==> src/rtl/instr_dec_pkg.sv <==
package instr_dec_pkg;

  localparam int DEF_COUNT = 26;
  localparam logic [31:0] UNIMP_WORD = 32'hC0001073;

  typedef enum logic [1:0] {CMP_OP, CMP_F3, CMP_F7, CMP_F6} cmp_mode_e;

  typedef struct packed {
    logic [6:0] opcode;
    logic [2:0] funct3;
    logic [6:0] funct7;
    cmp_mode_e  mode;
  } pat_t;

  localparam int PAT_W = $bits(pat_t);

  typedef enum logic [3:0] {
    ALU_ADD = 4'd0, ALU_SUB = 4'd1, ALU_AND = 4'd2, ALU_OR = 4'd3,
    ALU_XOR = 4'd4, ALU_SLL = 4'd5, ALU_SRL = 4'd6, ALU_SRA = 4'd7,
    ALU_SLT = 4'd8, ALU_SLTU = 4'd9, ALU_PASSB = 4'd10
  } alu_e;

  typedef enum logic [2:0] {
    IMM_NONE = 3'd0, IMM_I = 3'd1, IMM_S = 3'd2, IMM_B = 3'd3, IMM_U = 3'd4, IMM_J = 3'd5
  } imm_e;

  typedef struct packed {
    logic       memRead;
    logic [1:0] wbSel;
    logic [1:0] pcSel;
    logic       aluSrcImm;
    alu_e       aluOp;
    imm_e       immKind;
    logic [1:0] memSize;
    logic       memUnsigned;
    logic [2:0] brCond;
    logic       opWord;
  } ctrl_t;

  localparam int CTRL_W = $bits(ctrl_t);

  typedef struct packed {
    logic  regWrite;
    logic  memWrite;
    ctrl_t ctrl;
  } rom_t;

  localparam int ROM_W = $bits(rom_t);

  // strobes from the sequencing control into the lookup datapath
  typedef struct packed {
    logic commitOk;
    logic halted;
  } gate_t;

  function automatic pat_t mkPat(logic [6:0] op, logic [2:0] f3, logic [6:0] f7, cmp_mode_e m);
    pat_t p;
    p.opcode = op;
    p.funct3 = f3;
    p.funct7 = f7;
    p.mode   = m;
    return p;
  endfunction

  function automatic rom_t mkRom(logic rw, logic mw, logic mr, logic [1:0] wb, logic [1:0] pc,
                                 logic src, alu_e alu, imm_e imm, logic [1:0] sz, logic uns,
                                 logic [2:0] br, logic word);
    rom_t r;
    r.regWrite         = rw;
    r.memWrite         = mw;
    r.ctrl.memRead     = mr;
    r.ctrl.wbSel       = wb;
    r.ctrl.pcSel       = pc;
    r.ctrl.aluSrcImm   = src;
    r.ctrl.aluOp       = alu;
    r.ctrl.immKind     = imm;
    r.ctrl.memSize     = sz;
    r.ctrl.memUnsigned = uns;
    r.ctrl.brCond      = br;
    r.ctrl.opWord      = word;
    return r;
  endfunction

  // Index order is priority order: lower index wins on overlap.
  function automatic logic [DEF_COUNT*PAT_W-1:0] defaultPats();
    logic [DEF_COUNT*PAT_W-1:0] t;
    t = '0;
    t[ 0*PAT_W +: PAT_W] = mkPat(7'b0110111, 3'd0, 7'd0, CMP_OP);        // lui
    t[ 1*PAT_W +: PAT_W] = mkPat(7'b0010111, 3'd0, 7'd0, CMP_OP);        // auipc
    t[ 2*PAT_W +: PAT_W] = mkPat(7'b1101111, 3'd0, 7'd0, CMP_OP);        // jal
    t[ 3*PAT_W +: PAT_W] = mkPat(7'b1100111, 3'd0, 7'd0, CMP_F3);        // jalr
    t[ 4*PAT_W +: PAT_W] = mkPat(7'b1100011, 3'd0, 7'd0, CMP_F3);        // beq
    t[ 5*PAT_W +: PAT_W] = mkPat(7'b1100011, 3'd1, 7'd0, CMP_F3);        // bne
    t[ 6*PAT_W +: PAT_W] = mkPat(7'b1100011, 3'd4, 7'd0, CMP_F3);        // blt
    t[ 7*PAT_W +: PAT_W] = mkPat(7'b1100011, 3'd5, 7'd0, CMP_F3);        // bge
    t[ 8*PAT_W +: PAT_W] = mkPat(7'b1100011, 3'd6, 7'd0, CMP_F3);        // bltu
    t[ 9*PAT_W +: PAT_W] = mkPat(7'b1100011, 3'd7, 7'd0, CMP_F3);        // bgeu
    t[10*PAT_W +: PAT_W] = mkPat(7'b0000011, 3'd0, 7'd0, CMP_F3);        // lb
    t[11*PAT_W +: PAT_W] = mkPat(7'b0000011, 3'd2, 7'd0, CMP_F3);        // lw
    t[12*PAT_W +: PAT_W] = mkPat(7'b0000011, 3'd3, 7'd0, CMP_F3);        // ld
    t[13*PAT_W +: PAT_W] = mkPat(7'b0000011, 3'd4, 7'd0, CMP_F3);        // lbu
    t[14*PAT_W +: PAT_W] = mkPat(7'b0100011, 3'd0, 7'd0, CMP_F3);        // sb
    t[15*PAT_W +: PAT_W] = mkPat(7'b0100011, 3'd2, 7'd0, CMP_F3);        // sw
    t[16*PAT_W +: PAT_W] = mkPat(7'b0100011, 3'd3, 7'd0, CMP_F3);        // sd
    t[17*PAT_W +: PAT_W] = mkPat(7'b0010011, 3'd0, 7'd0, CMP_F3);        // addi
    t[18*PAT_W +: PAT_W] = mkPat(7'b0010011, 3'd7, 7'd0, CMP_F3);        // andi
    t[19*PAT_W +: PAT_W] = mkPat(7'b0010011, 3'd1, 7'b0000000, CMP_F6);  // slli
    t[20*PAT_W +: PAT_W] = mkPat(7'b0010011, 3'd5, 7'b0100000, CMP_F6);  // srai
    t[21*PAT_W +: PAT_W] = mkPat(7'b0010011, 3'd5, 7'd0, CMP_F3);        // srli, relies on priority
    t[22*PAT_W +: PAT_W] = mkPat(7'b0110011, 3'd0, 7'b0000000, CMP_F7);  // add
    t[23*PAT_W +: PAT_W] = mkPat(7'b0110011, 3'd0, 7'b0100000, CMP_F7);  // sub
    t[24*PAT_W +: PAT_W] = mkPat(7'b0110011, 3'd7, 7'b0000000, CMP_F7);  // and
    t[25*PAT_W +: PAT_W] = mkPat(7'b0111011, 3'd0, 7'b0000000, CMP_F7);  // addw
    return t;
  endfunction

  function automatic logic [DEF_COUNT*ROM_W-1:0] defaultRom();
    logic [DEF_COUNT*ROM_W-1:0] t;
    logic [2:0] brF3 [6];
    logic [1:0] ldSz [4];
    logic [1:0] stSz [3];
    brF3 = '{3'd0, 3'd1, 3'd4, 3'd5, 3'd6, 3'd7};
    ldSz = '{2'd0, 2'd2, 2'd3, 2'd0};
    stSz = '{2'd0, 2'd2, 2'd3};
    t = '0;
    t[ 0*ROM_W +: ROM_W] = mkRom(1, 0, 0, 2'd0, 2'd0, 1, ALU_PASSB, IMM_U, 2'd0, 0, 3'd0, 0);
    t[ 1*ROM_W +: ROM_W] = mkRom(1, 0, 0, 2'd3, 2'd0, 1, ALU_ADD, IMM_U, 2'd0, 0, 3'd0, 0);
    t[ 2*ROM_W +: ROM_W] = mkRom(1, 0, 0, 2'd2, 2'd2, 0, ALU_ADD, IMM_J, 2'd0, 0, 3'd0, 0);
    t[ 3*ROM_W +: ROM_W] = mkRom(1, 0, 0, 2'd2, 2'd3, 1, ALU_ADD, IMM_I, 2'd0, 0, 3'd0, 0);
    for (int b = 0; b < 6; b++)
      t[(4+b)*ROM_W +: ROM_W] = mkRom(0, 0, 0, 2'd0, 2'd1, 0, ALU_SUB, IMM_B, 2'd0, 0, brF3[b], 0);
    for (int l = 0; l < 4; l++)
      t[(10+l)*ROM_W +: ROM_W] = mkRom(1, 0, 1, 2'd1, 2'd0, 1, ALU_ADD, IMM_I, ldSz[l], l == 3, 3'd0, 0);
    for (int s = 0; s < 3; s++)
      t[(14+s)*ROM_W +: ROM_W] = mkRom(0, 1, 0, 2'd0, 2'd0, 1, ALU_ADD, IMM_S, stSz[s], 0, 3'd0, 0);
    t[17*ROM_W +: ROM_W] = mkRom(1, 0, 0, 2'd0, 2'd0, 1, ALU_ADD, IMM_I, 2'd0, 0, 3'd0, 0);
    t[18*ROM_W +: ROM_W] = mkRom(1, 0, 0, 2'd0, 2'd0, 1, ALU_AND, IMM_I, 2'd0, 0, 3'd0, 0);
    t[19*ROM_W +: ROM_W] = mkRom(1, 0, 0, 2'd0, 2'd0, 1, ALU_SLL, IMM_I, 2'd0, 0, 3'd0, 0);
    t[20*ROM_W +: ROM_W] = mkRom(1, 0, 0, 2'd0, 2'd0, 1, ALU_SRA, IMM_I, 2'd0, 0, 3'd0, 0);
    t[21*ROM_W +: ROM_W] = mkRom(1, 0, 0, 2'd0, 2'd0, 1, ALU_SRL, IMM_I, 2'd0, 0, 3'd0, 0);
    t[22*ROM_W +: ROM_W] = mkRom(1, 0, 0, 2'd0, 2'd0, 0, ALU_ADD, IMM_NONE, 2'd0, 0, 3'd0, 0);
    t[23*ROM_W +: ROM_W] = mkRom(1, 0, 0, 2'd0, 2'd0, 0, ALU_SUB, IMM_NONE, 2'd0, 0, 3'd0, 0);
    t[24*ROM_W +: ROM_W] = mkRom(1, 0, 0, 2'd0, 2'd0, 0, ALU_AND, IMM_NONE, 2'd0, 0, 3'd0, 0);
    t[25*ROM_W +: ROM_W] = mkRom(1, 0, 0, 2'd0, 2'd0, 0, ALU_ADD, IMM_NONE, 2'd0, 0, 3'd0, 1);
    return t;
  endfunction

endpackage

==> src/rtl/dec_fields.sv <==
module dec_fields
  import instr_dec_pkg::*;
#(
  parameter int NUM_INSTR = DEF_COUNT,
  parameter logic [NUM_INSTR*PAT_W-1:0] PAT_TABLE = defaultPats()
) (
  input  logic                 clk,
  input  logic                 rst,
  input  logic [31:0]          instr,
  output logic [4:0]           rs1,
  output logic [4:0]           rs2,
  output logic [4:0]           rd,
  output logic [NUM_INSTR-1:0] matchVec,
  output logic                 isUnimp
);

  logic [6:0] opcode;
  logic [2:0] funct3;
  logic [6:0] funct7;
  logic [5:0] funct6;

  assign opcode = instr[6:0];
  assign rd     = instr[11:7];
  assign funct3 = instr[14:12];
  assign rs1    = instr[19:15];
  assign rs2    = instr[24:20];
  assign funct7 = instr[31:25];
  assign funct6 = instr[31:26];

  assign isUnimp = (instr == UNIMP_WORD);

  for (genvar g = 0; g < NUM_INSTR; g++) begin : gCmp
    localparam pat_t P = pat_t'(PAT_TABLE[g*PAT_W +: PAT_W]);
    logic opHit, f3Hit, f7Hit, f6Hit;
    assign opHit = (opcode == P.opcode);
    assign f3Hit = (funct3 == P.funct3);
    assign f7Hit = (funct7 == P.funct7);
    assign f6Hit = (funct6 == P.funct7[6:1]);
    assign matchVec[g] = opHit &&
                         (P.mode == CMP_OP ||
                          (f3Hit && (P.mode == CMP_F3 ||
                                     (P.mode == CMP_F7 && f7Hit) ||
                                     (P.mode == CMP_F6 && f6Hit))));
  end

  AST_UNIMP_NO_MATCH: assert property (@(posedge clk) disable iff (rst)
    isUnimp |-> (matchVec == '0));

endmodule

==> src/rtl/dec_seq.sv <==
module dec_seq
  import instr_dec_pkg::*;
(
  input  logic  clk,
  input  logic  rst,
  input  logic  runEn,
  input  logic  isUnimp,
  output gate_t gate
);

  logic haltQ;

  always_ff @(posedge clk) begin
    if (rst) haltQ <= 1'b0;
    else     haltQ <= haltQ | (runEn & isUnimp);
  end

  assign gate.halted   = haltQ;
  assign gate.commitOk = runEn & ~haltQ;

  AST_HALT_STICKY: assert property (@(posedge clk) disable iff (rst)
    haltQ |=> haltQ);

  AST_HALT_CAUSE: assert property (@(posedge clk) disable iff (rst)
    $rose(haltQ) |-> $past(runEn && isUnimp));

endmodule

==> src/rtl/dec_rom.sv <==
module dec_rom
  import instr_dec_pkg::*;
#(
  parameter int NUM_INSTR = DEF_COUNT,
  parameter logic [NUM_INSTR*ROM_W-1:0] ROM_TABLE = defaultRom()
) (
  input  logic                 clk,
  input  logic                 rst,
  input  logic [NUM_INSTR-1:0] matchVec,
  input  logic                 isUnimp,
  input  gate_t                gate,
  output ctrl_t                ctrlOut,
  output logic                 regWrite,
  output logic                 memWrite,
  output logic                 pcUpdate,
  output logic                 valid,
  output logic                 illegal
);

  localparam int IDX_W = (NUM_INSTR > 1) ? $clog2(NUM_INSTR) : 1;

  logic [IDX_W-1:0]     idx;
  logic [NUM_INSTR-1:0] lowestBit;
  logic                 hit;
  rom_t                 romWord;

  // priority encoder: scan downward so the lowest set index is kept
  always_comb begin
    idx = '0;
    for (int i = NUM_INSTR - 1; i >= 0; i--) begin
      if (matchVec[i]) idx = IDX_W'(i);
    end
  end

  assign lowestBit = matchVec & (~matchVec + NUM_INSTR'(1));
  assign hit       = |matchVec;
  assign romWord   = rom_t'(ROM_TABLE[idx*ROM_W +: ROM_W]);

  assign ctrlOut  = hit ? romWord.ctrl : '0;
  assign regWrite = hit & romWord.regWrite & gate.commitOk;
  assign memWrite = hit & romWord.memWrite & gate.commitOk;
  assign pcUpdate = hit & gate.commitOk;
  assign valid    = hit;
  assign illegal  = ~hit & ~isUnimp;

  AST_PICK_LOWEST: assert property (@(posedge clk) disable iff (rst)
    hit |-> lowestBit[idx]);

  AST_MISS_QUIET: assert property (@(posedge clk) disable iff (rst)
    !valid |-> (ctrlOut == '0 && !regWrite && !memWrite && !pcUpdate));

  AST_FLAGS_EXCLUSIVE: assert property (@(posedge clk) disable iff (rst)
    !(valid && illegal));

  AST_HALT_FREEZE: assert property (@(posedge clk) disable iff (rst)
    gate.halted |-> (!regWrite && !memWrite && !pcUpdate));

endmodule

==> src/rtl/instr_decoder.sv <==
module instr_decoder
  import instr_dec_pkg::*;
#(
  parameter int NUM_INSTR = DEF_COUNT,
  parameter logic [NUM_INSTR*PAT_W-1:0] PAT_TABLE = defaultPats(),
  parameter logic [NUM_INSTR*ROM_W-1:0] ROM_TABLE = defaultRom()
) (
  input  logic              clk,
  input  logic              rst,
  input  logic [31:0]       instr,
  input  logic              runEn,
  output logic [CTRL_W-1:0] ctrlWord,
  output logic              regWrite,
  output logic              memWrite,
  output logic              pcUpdate,
  output logic [4:0]        rs1,
  output logic [4:0]        rs2,
  output logic [4:0]        rd,
  output logic              valid,
  output logic              illegal,
  output logic              halt
);

  logic [NUM_INSTR-1:0] matchVec;
  logic                 isUnimp;
  gate_t                gate;
  ctrl_t                ctrlOut;

  dec_fields #(.NUM_INSTR(NUM_INSTR), .PAT_TABLE(PAT_TABLE)) uFields (
    .clk(clk), .rst(rst), .instr(instr),
    .rs1(rs1), .rs2(rs2), .rd(rd),
    .matchVec(matchVec), .isUnimp(isUnimp)
  );

  dec_seq uSeq (
    .clk(clk), .rst(rst), .runEn(runEn), .isUnimp(isUnimp), .gate(gate)
  );

  dec_rom #(.NUM_INSTR(NUM_INSTR), .ROM_TABLE(ROM_TABLE)) uRom (
    .clk(clk), .rst(rst), .matchVec(matchVec), .isUnimp(isUnimp), .gate(gate),
    .ctrlOut(ctrlOut), .regWrite(regWrite), .memWrite(memWrite), .pcUpdate(pcUpdate),
    .valid(valid), .illegal(illegal)
  );

  assign ctrlWord = ctrlOut;
  assign halt     = gate.halted;

endmodule

==> config.mk <==
export PLATFORM = sky130hd
export DESIGN_NAME = instr_decoder
export DESIGN_NICKNAME = d
export VERILOG_FILES = /design/src/rtl/instr_dec_pkg.sv /design/src/rtl/dec_fields.sv /design/src/rtl/dec_seq.sv /design/src/rtl/dec_rom.sv /design/src/rtl/instr_decoder.sv
export SDC_FILE = /design/constraint.sdc
export NUM_CORES = 1
export LEC_CHECK = 0
export CAP_MARGIN = 0
export CORE_UTILIZATION = 41
export DETAILED_ROUTE_END_ITERATION = 8
export PLACE_DENSITY = 0.9
export SYNTH_ARGS = -nofsm -noshare
export SYNTH_HDL_FRONTEND = slang
export SYNTH_SLANG_ARGS = --single-unit
==> constraint.sdc <==
create_clock -name clk -period 6.9 [get_ports clk]
set_clock_uncertainty 0.05 [all_clocks]
set_input_delay 1.035 -clock clk [delete_from_list [all_inputs] [get_ports clk]]
set_output_delay 1.035 -clock clk [all_outputs]
set_load 0.05 [all_outputs]
; After elaboration in Yosys (flattened, before gate mapping)
; Cells that the tools add are included.
[word_totals]
wordCells = 94
reg_bits = 1
inputBits = 35
output_inout_bits = 41
[classes]
n_reduce_logical = 32
shift = 1
n_eq_ne = 20
n_mul = 1
n_bitwise = 12
n_mux = 27
[op_table]
columns = op, n
row1 = $shiftx 572x11->22 const A, 1
row2 = $mux 5, 26
row3 = $eq 7x6->1 const B, 5
row4 = $eq 32x32->1 const B, 1
row5 = $logic_and 1x1->1, 28
row6 = $reduce_or 26->1, 1
row7 = $eq 7x7->1 const B, 3
row8 = $mux 20, 1
row9 = $eq 7x5->1 const B, 2
row10 = $eq 3x3->1 const B, 4
row11 = $mul 5x4->9 const B, 1
row12 = $and 1x1->1, 8
row13 = $eq 7x2->1 const B, 1
row14 = $logic_not 7->1, 1
row15 = $eq 3x2->1 const B, 2
row16 = $eq 6x5->1 const B, 1
row17 = $logic_not 6->1, 1
row18 = $eq 3x1->1 const B, 1
row19 = $logic_not 3->1, 1
row20 = $not 1->1, 3
row21 = $or 1x1->1, 1

; Depth between registers and ports, before layout
; Gate-level depths: netlist (run 1).
[logic_depth]
depth_word = 33
depth_mapped = 11
depth_no_buf = 9

; By module
; From an unflattened synthesis (run 1), not the netlist that was laid out.
[hier_totals]
cells_unflattened = 215
area_unflattened_um2 = 1381.3
[by_module_without_submodules]
columns = mod, seq_area_each_um2, cells_per_inst, area_each_um2, n_inst
row1 = dec_rom, 0.0, 126, 803.3, 1
row2 = dec_fields, 0.0, 84, 535.5, 1
row3 = dec_seq, 20.0, 5, 42.5, 1

; Worst setup path before layout (run 1)
; Ideal clock, no wire load.
[synth_path]
kind = input -> output
startpoint = input instr[27]
endpoint = output ctrlWord[6]
path_buffers = 0
cell_stages = 9
required_ps = 5815
arrival_ps = 4119
setup_slack_ps = 1696
cell_sequence = or3_4 -> or4_4 -> o221a_1 -> o211ai_2 -> or2_4 -> inv_1 -> ha_1 -> o21a_1 -> o21ai_0
[synth_between]
elab_chain_cells = 32
elab_cells_between_ends = 45
cone_classes = mul: 1 / eq/ne: 2 / shift: 1 / mux: 27 / reduce/logical: 14
[synth_lines]
columns = element, line_no
row1 = start: declaration, instr_decoder.sv:10  ; input logic [31:0] instr,
row2 = $logic_not 7->1, -
row3 = $logic_and 1x1->1, dec_fields.sv:41  ; (f3Hit && (P.mode == CMP_F3 ||
row4 = $logic_and 1x1->1, dec_fields.sv:39  ; assign matchVec[g] = opHit &&
row5 = $mux 5 (26 in a row), dec_rom.sv:31  ; if (matchVec[i]) idx = IDX_W'(i);
row6 = $mul 5x4->9, dec_rom.sv:37  ; assign romWord = rom_t'(ROM_TABLE[idx*ROM_W +: ROM_W]);
row7 = $shiftx 572x11->22, dec_rom.sv:37
row8 = $mux 20 *, dec_rom.sv:39  ; assign ctrlOut = hit ? romWord.ctrl : '0;
row9 = end: declaration, instr_decoder.sv:12  ; output logic [CTRL_W-1:0] ctrlWord,
; Mark *: on every way between the ends. The rest lies on a longest branch, timed or not.

; Worst setup path after layout (run 1)
[layout_path]
startpoint = input instr[12]
endpoint = output regWrite
[layout_between]
elab_chain_cells = 33
elab_cells_between_ends = 67
cone_classes = mul: 1 / eq/ne: 7 / shift: 1 / mux: 26 / bitwise: 2 / reduce/logical: 30
[layout_lines]
columns = element, line_no
row1 = $logic_not 3->1, -
row2 = $logic_and 1x1->1, dec_fields.sv:41
row3 = $logic_and 1x1->1, dec_fields.sv:39
row4 = $mux 5 (26 in a row), dec_rom.sv:31
row5 = $mul 5x4->9, dec_rom.sv:37
row6 = $shiftx 572x11->22, dec_rom.sv:37
row7 = $and 1x1->1 * (2 in a row), dec_rom.sv:40  ; assign regWrite = hit & romWord.regWrite & gate.commitOk;
row8 = end: declaration, instr_decoder.sv:13  ; output logic regWrite,
; Marks and branches as above.

==> results.py, run 1 <==
metrics = {
    "synth": {
        "ys_warn_count": 0,
        "yosysMostFrequentCell": "nor2_1",
        "ys_ff_latch": 1,
        "synth_commonest_cells": "nor2_1 (18), buf_4 (16), nand2_1 (11), a21oi_1 (10), nand3_1 (9)",
        "synth-async-reset-ratio_pct": 0,
        "ys_top_cells_by_area": "buf_4 (9.6%), ha_1 (8.0%), nor2_1 (5.4%), nand4bb_4 (4.4%), a21oi_1 (4.0%)",
        "ys.flop_type": "dfxtp_1",
        "yosysUniqueCellTypes": 59,
        "synth_top_area_share_pct": 9.600,
        "yosys.area.top_type": "buf_4",
        "synth_edf_count": 0,
        "avgSynthCellArea_um2": 6.875,
        "syn-num-nets": 225,
        "netlist_instances": 182,
        "seq_area_frac_synth_pct": 1.600,
        "synth_area_mm2": 0.001251,
    },
    "global_route": {
        "antenna_found_initial": 0,
        "track_usage_pct": 23.47,
        "grt_pass1_wl_mm": 6.285,
        "grt_pass1_vias": 1357,
        "grt-ovfl-total": 0,
        "grt_max_degree": 16,
    },
    "floorplan": {
        "coreArea_mm2": 0.002829,
        "dieHeight_um": 57.24,
        "die_w_um": 57.24,
        "row_count": 19,
        "die_area_mm2": 0.003276,
        "ios": 76,
        "start_util_pct": 44.23,
    },
    "layout": {
        "top_register": "uSeq.haltQ",
        "drive_gt1_share_pct": 8.511,
        "layout.nets": 280,
        "syn_to_final_growth_pct": 51.20,
        "antenna_cells": 0,
        "largest_reg_flops": 1,
        "reg_top3": "uSeq.haltQ (1)",
    },
    "critical_path": {
        "cp-end-kind": "primary output",
        "required_ps": 5810,
        "critPathLaunchType": "primary input",
        "path_class": "primary input to primary output",
        "arrival_ps": 4930,
        "cp_max_fo": 13,
    },
    "placed_design": {
        "gp_congestion": 0.9255,
        "dp_hpwl_mm": 3.231,
        "port_buffers": 75,
    },
    "routing": {
        "wl_per_cell_um": 14.53,
        "totalWireLength_mm": 3.864,
        "vias_per_cell": 5.944,
        "drtPass1Iterations": 7,
        "ant_nets": 0,
        "drtIter0Drc": 131,
        "num_vias": 1581,
        "drc_errors": 4,
    },
    "timing": {
        "whs_ps": 422.6,
        "fmax_ghz": 0.1662,
        "worst_slew_pin_slew_ps": 679.7,
        "drv_slew": 0,
        "rsz0062_at_grt": "no",
        "setup_violations": 0,
        "tns_ps": 0,
        "final_hold_viol_count": 0,
        "relSlewSlack_pct": 54.69,
        "fin_crit_sh_pct": 87.22,
        "period_needed_ps": 6018,
    },
    "clock_network": {
        "cts_resized": 0,
        "postCtsSetupBuffers": 0,
        "clock_latency_ps": 0,
        "hold_buffers": 0,
        "cts.reportedPaths.clkPinSlew_ps": 0,
    },
    "status": {
        "violations": "DRC",
        "status": "complete, but fails checks",
    },
    "pwr": {
        "ir_worst_vdd_mv": 0.04886,
        "p_per_area_mw_per_mm2": 46.66,
        "leakage_nw": 0.6625,
    },
    "job": {
        "maxCapViolations": 0,
    },
    "min_path": {
        "hold_path.class": "register to register",
    },
}
[worst paths after layout]
check / slack, ps / startpoint / cells past startpoint / to
max reg2reg: 6270 / uSeq.haltQ / 2 / uSeq.haltQ
max: 880 / instr[12] / 11 / regWrite
min reg2reg: 420 / uSeq.haltQ / 2 / uSeq.haltQ
min: 420 / uSeq.haltQ / 2 / uSeq.haltQ
[layer usage]
layer  wire length, um  share of wire, %  vias up  track usage (%)
li1                  -                 -      782                -
met1              1736                45      708            35.55
met2              1794                46       83            36.97
met3               286               7.4        8            1.814
met4                46               1.2        0            3.484
met5                 0                 0        -                0
[final cells by class]
| class | count | area, um2 |
|---|---|---|
| repair buffers | 75 | 750.7 |
| flip-flops and latches | 1 | 20.02 |
| fillers | 234 | 937.1 |
| inverters | 9 | 33.78 |
| multi-input cells | 150 | 1049 |
| well taps | 31 | 38.79 |
[placed cells by master, fill, tap and decap left out, types with 3 or more instances in the layout]
cell             count
nand2b_1             5
inv_1                8
and2_1               3
nand4_1              5
nand3_1              9
clkdlybuf4s50_1     75
nor4_1               8
nor2b_1              4
a21oi_1             10
nor2_1              18
nor3_1               5
o31ai_1              3
o21ai_0              8
or2_2                3
nand2_1             11
ha_1                 8
or3_1                5
[critical path, stage by stage]
cell	delay [ps]
clkdlybuf4s50_1	610
or3_1	520
or4_4	460
a21oi_1	130
or3_1	360
inv_1	170
ha_1	330
mux2i_1	90
o22a_1	210
a311oi_2	180
clkdlybuf4s50_1	830
[metrics by stage]
step	worst slack, ps	power, mW	cell area, um2	instances	util [%]
after CTS	913.5	0.08779	1892	266	66.87
after global routing	719.8	0.09320	1892	266	66.87
after detailed placement	916.8	0.08755	1892	266	66.87
after global placement	1016	0.08700	1892	266	66.87
after floorplan	1696	0.05569	1251	182	-
final	881.6	0.08827	1892	266	66.87
[cell families (layout without fill, tap and decap cells)]
group	after synthesis	in the layout	synth area share [%]
AND/OR/NAND/NOR	95	95	47.90
AO/OA/AOI/OAI	44	44	25.40
buffers and inverters	31	84	14.60
adder cells (fa/ha/maj)	8	8	8.000
multiplexers	3	3	2.500
flip-flops	1	1	1.600
[report_power, final]
group	switching [mW]	total (mW)	internal, mW
sequential	0.00000000000109	0.00590	0.00590
clock	0	0	0
combinational	0.0464	0.0824	0.0360
total	0.0464	0.0883	0.0419
(Power assumes the default switching activity.)
==> run 2: changes to the inputs <==
--- a/config.mk
+++ b/config.mk
@@ -8,5 +8,6 @@
 export CAP_MARGIN = 0
-export CORE_UTILIZATION = 41
+export CORE_UTILIZATION = 42
+export CTS_BUF_LIST = sky130_fd_sc_hd__clkbuf_8
 export DETAILED_ROUTE_END_ITERATION = 8
-export PLACE_DENSITY = 0.9
+export PLACE_DENSITY = 0.92
 export SYNTH_ARGS = -nofsm -noshare
==> constraint.sdc (replaced) <==
create_clock -name clk -period 6.9 [get_ports clk]
set_clock_uncertainty 0.05 [all_clocks]
set_input_delay 0.69 -clock clk [delete_from_list [all_inputs] [get_ports clk]]
set_output_delay 0.69 -clock clk [all_outputs]
set_load 0.05 [all_outputs]
==> run 2 against run 1 <==
  * The run now ends clean
  * Cell count unchanged
  * Final area unchanged
  * Critical path depth unchanged
  * Via count increased by 0.70%
  * Sequential power about the same
  * Combinational power about the same
  * Critical path type unchanged
==> results.py, run 2 (same netlist as run 1, synthesis figures left out) <==
metrics = {
    "critical_path": {
        "r2r-start": "uSeq.haltQ",
        "required_ps": 6160,
        "critPathMaxStageDelay_ps": 830,
        "worst_r2r_endpoint": "uSeq.haltQ",
        "slowest_stage": "clkdlybuf4s50_1",
        "timing.critical_path.from": "instr[12]",
        "path_cells": "clkdlybuf4s50_1, or3_1, or4_4, a21oi_1, or3_1, inv_1, ha_1, mux2i_1, o22a_1, a311oi_2, clkdlybuf4s50_1",
        "rrSetupSlack_ps": 6290,
        "crit_end": "regWrite",
        "arrival_ps": 4580,
        "critPathLaunchType": "primary input",
        "cp-end-kind": "primary output",
        "rr_worst_depth": 2,
        "path_class": "primary input to primary output",
        "cp_max_fo": 13,
    },
    "global_route": {
        "grt-ovfl-total": 0,
        "antenna_found_initial": 0,
        "track_usage_pct": 23.61,
        "grt_pass1_wl_mm": 6.403,
        "grt_pass1_vias": 1474,
        "grt_max_degree": 16,
    },
    "routing": {
        "vias_per_cell": 5.985,
        "wl_per_cell_um": 14.49,
        "drtPass1Iterations": 4,
        "drtIter0Drc": 71,
        "totalWireLength_mm": 3.854,
        "num_vias": 1592,
        "ant_nets": 0,
        "drc_errors": 0,
    },
    "layout": {
        "syn_to_final_growth_pct": 51.20,
        "largest_reg_flops": 1,
        "layout.nets": 280,
        "reg_top3": "uSeq.haltQ (1)",
        "final_cell_mix": "clkdlybuf4s50_1 (75), nor2_1 (18), nand2_1 (11)",
        "drive_gt1_share_pct": 8.511,
        "antenna_cells": 0,
        "top_register": "uSeq.haltQ",
        "mostFrequentLayoutCell": "clkdlybuf4s50_1",
        "final_cells": 266,
    },
    "timing": {
        "drv_slew": 0,
        "rsz0062_at_grt": "no",
        "period_needed_ps": 5316,
        "final_hold_viol_count": 0,
        "fin_crit_sh_pct": 77.04,
        "fmax_ghz": 0.1881,
        "setup_violations": 0,
        "relSlewSlack_pct": 52.39,
        "tns_ps": 0,
        "worst_slew_pin_slew_ps": 708.1,
    },
    "placed_design": {
        "dp_hpwl_mm": 3.245,
        "port_buffers": 75,
        "place_inst": 266,
        "gp_congestion": 0.9338,
    },
    "floorplan": {
        "dieHeight_um": 56.58,
        "ios": 76,
        "coreArea_mm2": 0.002781,
        "start_util_pct": 44.98,
        "die_w_um": 56.58,
        "die_area_mm2": 0.003201,
        "row_count": 19,
    },
    "clock_network": {
        "cts.reportedPaths.clkPinSlew_ps": 0,
        "postCtsSetupBuffers": 0,
        "clock_latency_ps": 0,
        "cts_resized": 0,
        "hold_buffers": 0,
    },
    "pwr": {
        "power.total_mw": 0.08823,
        "ir_worst_vdd_mv": 0.05888,
        "leakage_nw": 0.6625,
        "p_per_area_mw_per_mm2": 46.64,
    },
    "min_path": {
        "hold_path.class": "register to register",
        "hp-start": "uSeq.haltQ",
    },
    "job": {
        "maxCapViolations": 0,
    },
    "status": {
        "status": "finished clean",
    },
}
run 2: cell counts in the layout (fill, tap and decap cells not counted):
Identical to the previous run, type by type.
run 2: per-stage QoR:
| stage | cell area [um2] | utilization, % | worst slack [ps] | hold slack (ps) |
|---|---|---|---|---|
| 2_1_floorplan | 1251 | - | 2386 | 676.6 |
| 3_3_place_gp | 1892 | 68.02 | 1708 | 419.5 |
| 3_5_place_dp | 1892 | 68.02 | 1630 | 425.0 |
| 4_1_cts | 1892 | 68.02 | 1616 | 424.8 |
| 5_1_grt | 1892 | 68.02 | 1395 | 455.0 |
| 6_report | 1892 | 68.02 | 1584 | 414.4 |
run 2: how the worst min path moves through the flow:
stage / to / slack, ps / cells after the start
6_report: uSeq.haltQ / 410 / 2
5_1_grt: uSeq.haltQ / 460 / 2
4_1_cts: uSeq.haltQ / 420 / 2
3_5_place_dp: uSeq.haltQ / 420 / 2
3_3_place_gp: uSeq.haltQ / 420 / 2
2_1_floorplan: uSeq.haltQ / 680 / 2
run 2: power by group:
part           leakage [nW]  internal [mW]    switching (mW)
clock network             0              0                 0
registers           0.00805        0.00590  0.00000000000100
logic                 0.654         0.0360            0.0464
run 2: cell type report:
class	count	area [um2]
Sequential cell	1	20.02
Tap cell	31	38.79
Multi-Input combinational cell	150	1049
Timing Repair Buffer	75	750.7
Inverter	9	33.78
Fill cell	230	889.6
run 2: per-layer routing:
metal	track usage, %	part of all wire [%]	vias to the layer above
met2	41.34	48	81
met4	2.787	0.96	0
met5	0	0	-
met3	1.382	7.7	4
li1	-	-	775
met1	32.54	43	732
run 2: worst max-delay path: cells and delay by family:
kind	cells	cell delay (ps)
AND/OR/NAND/NOR	3	1340
buffers and inverters	3	1610
AO/OA/AOI/OAI	3	520
adder cells (fa/ha/maj)	1	320
multiplexers	1	80
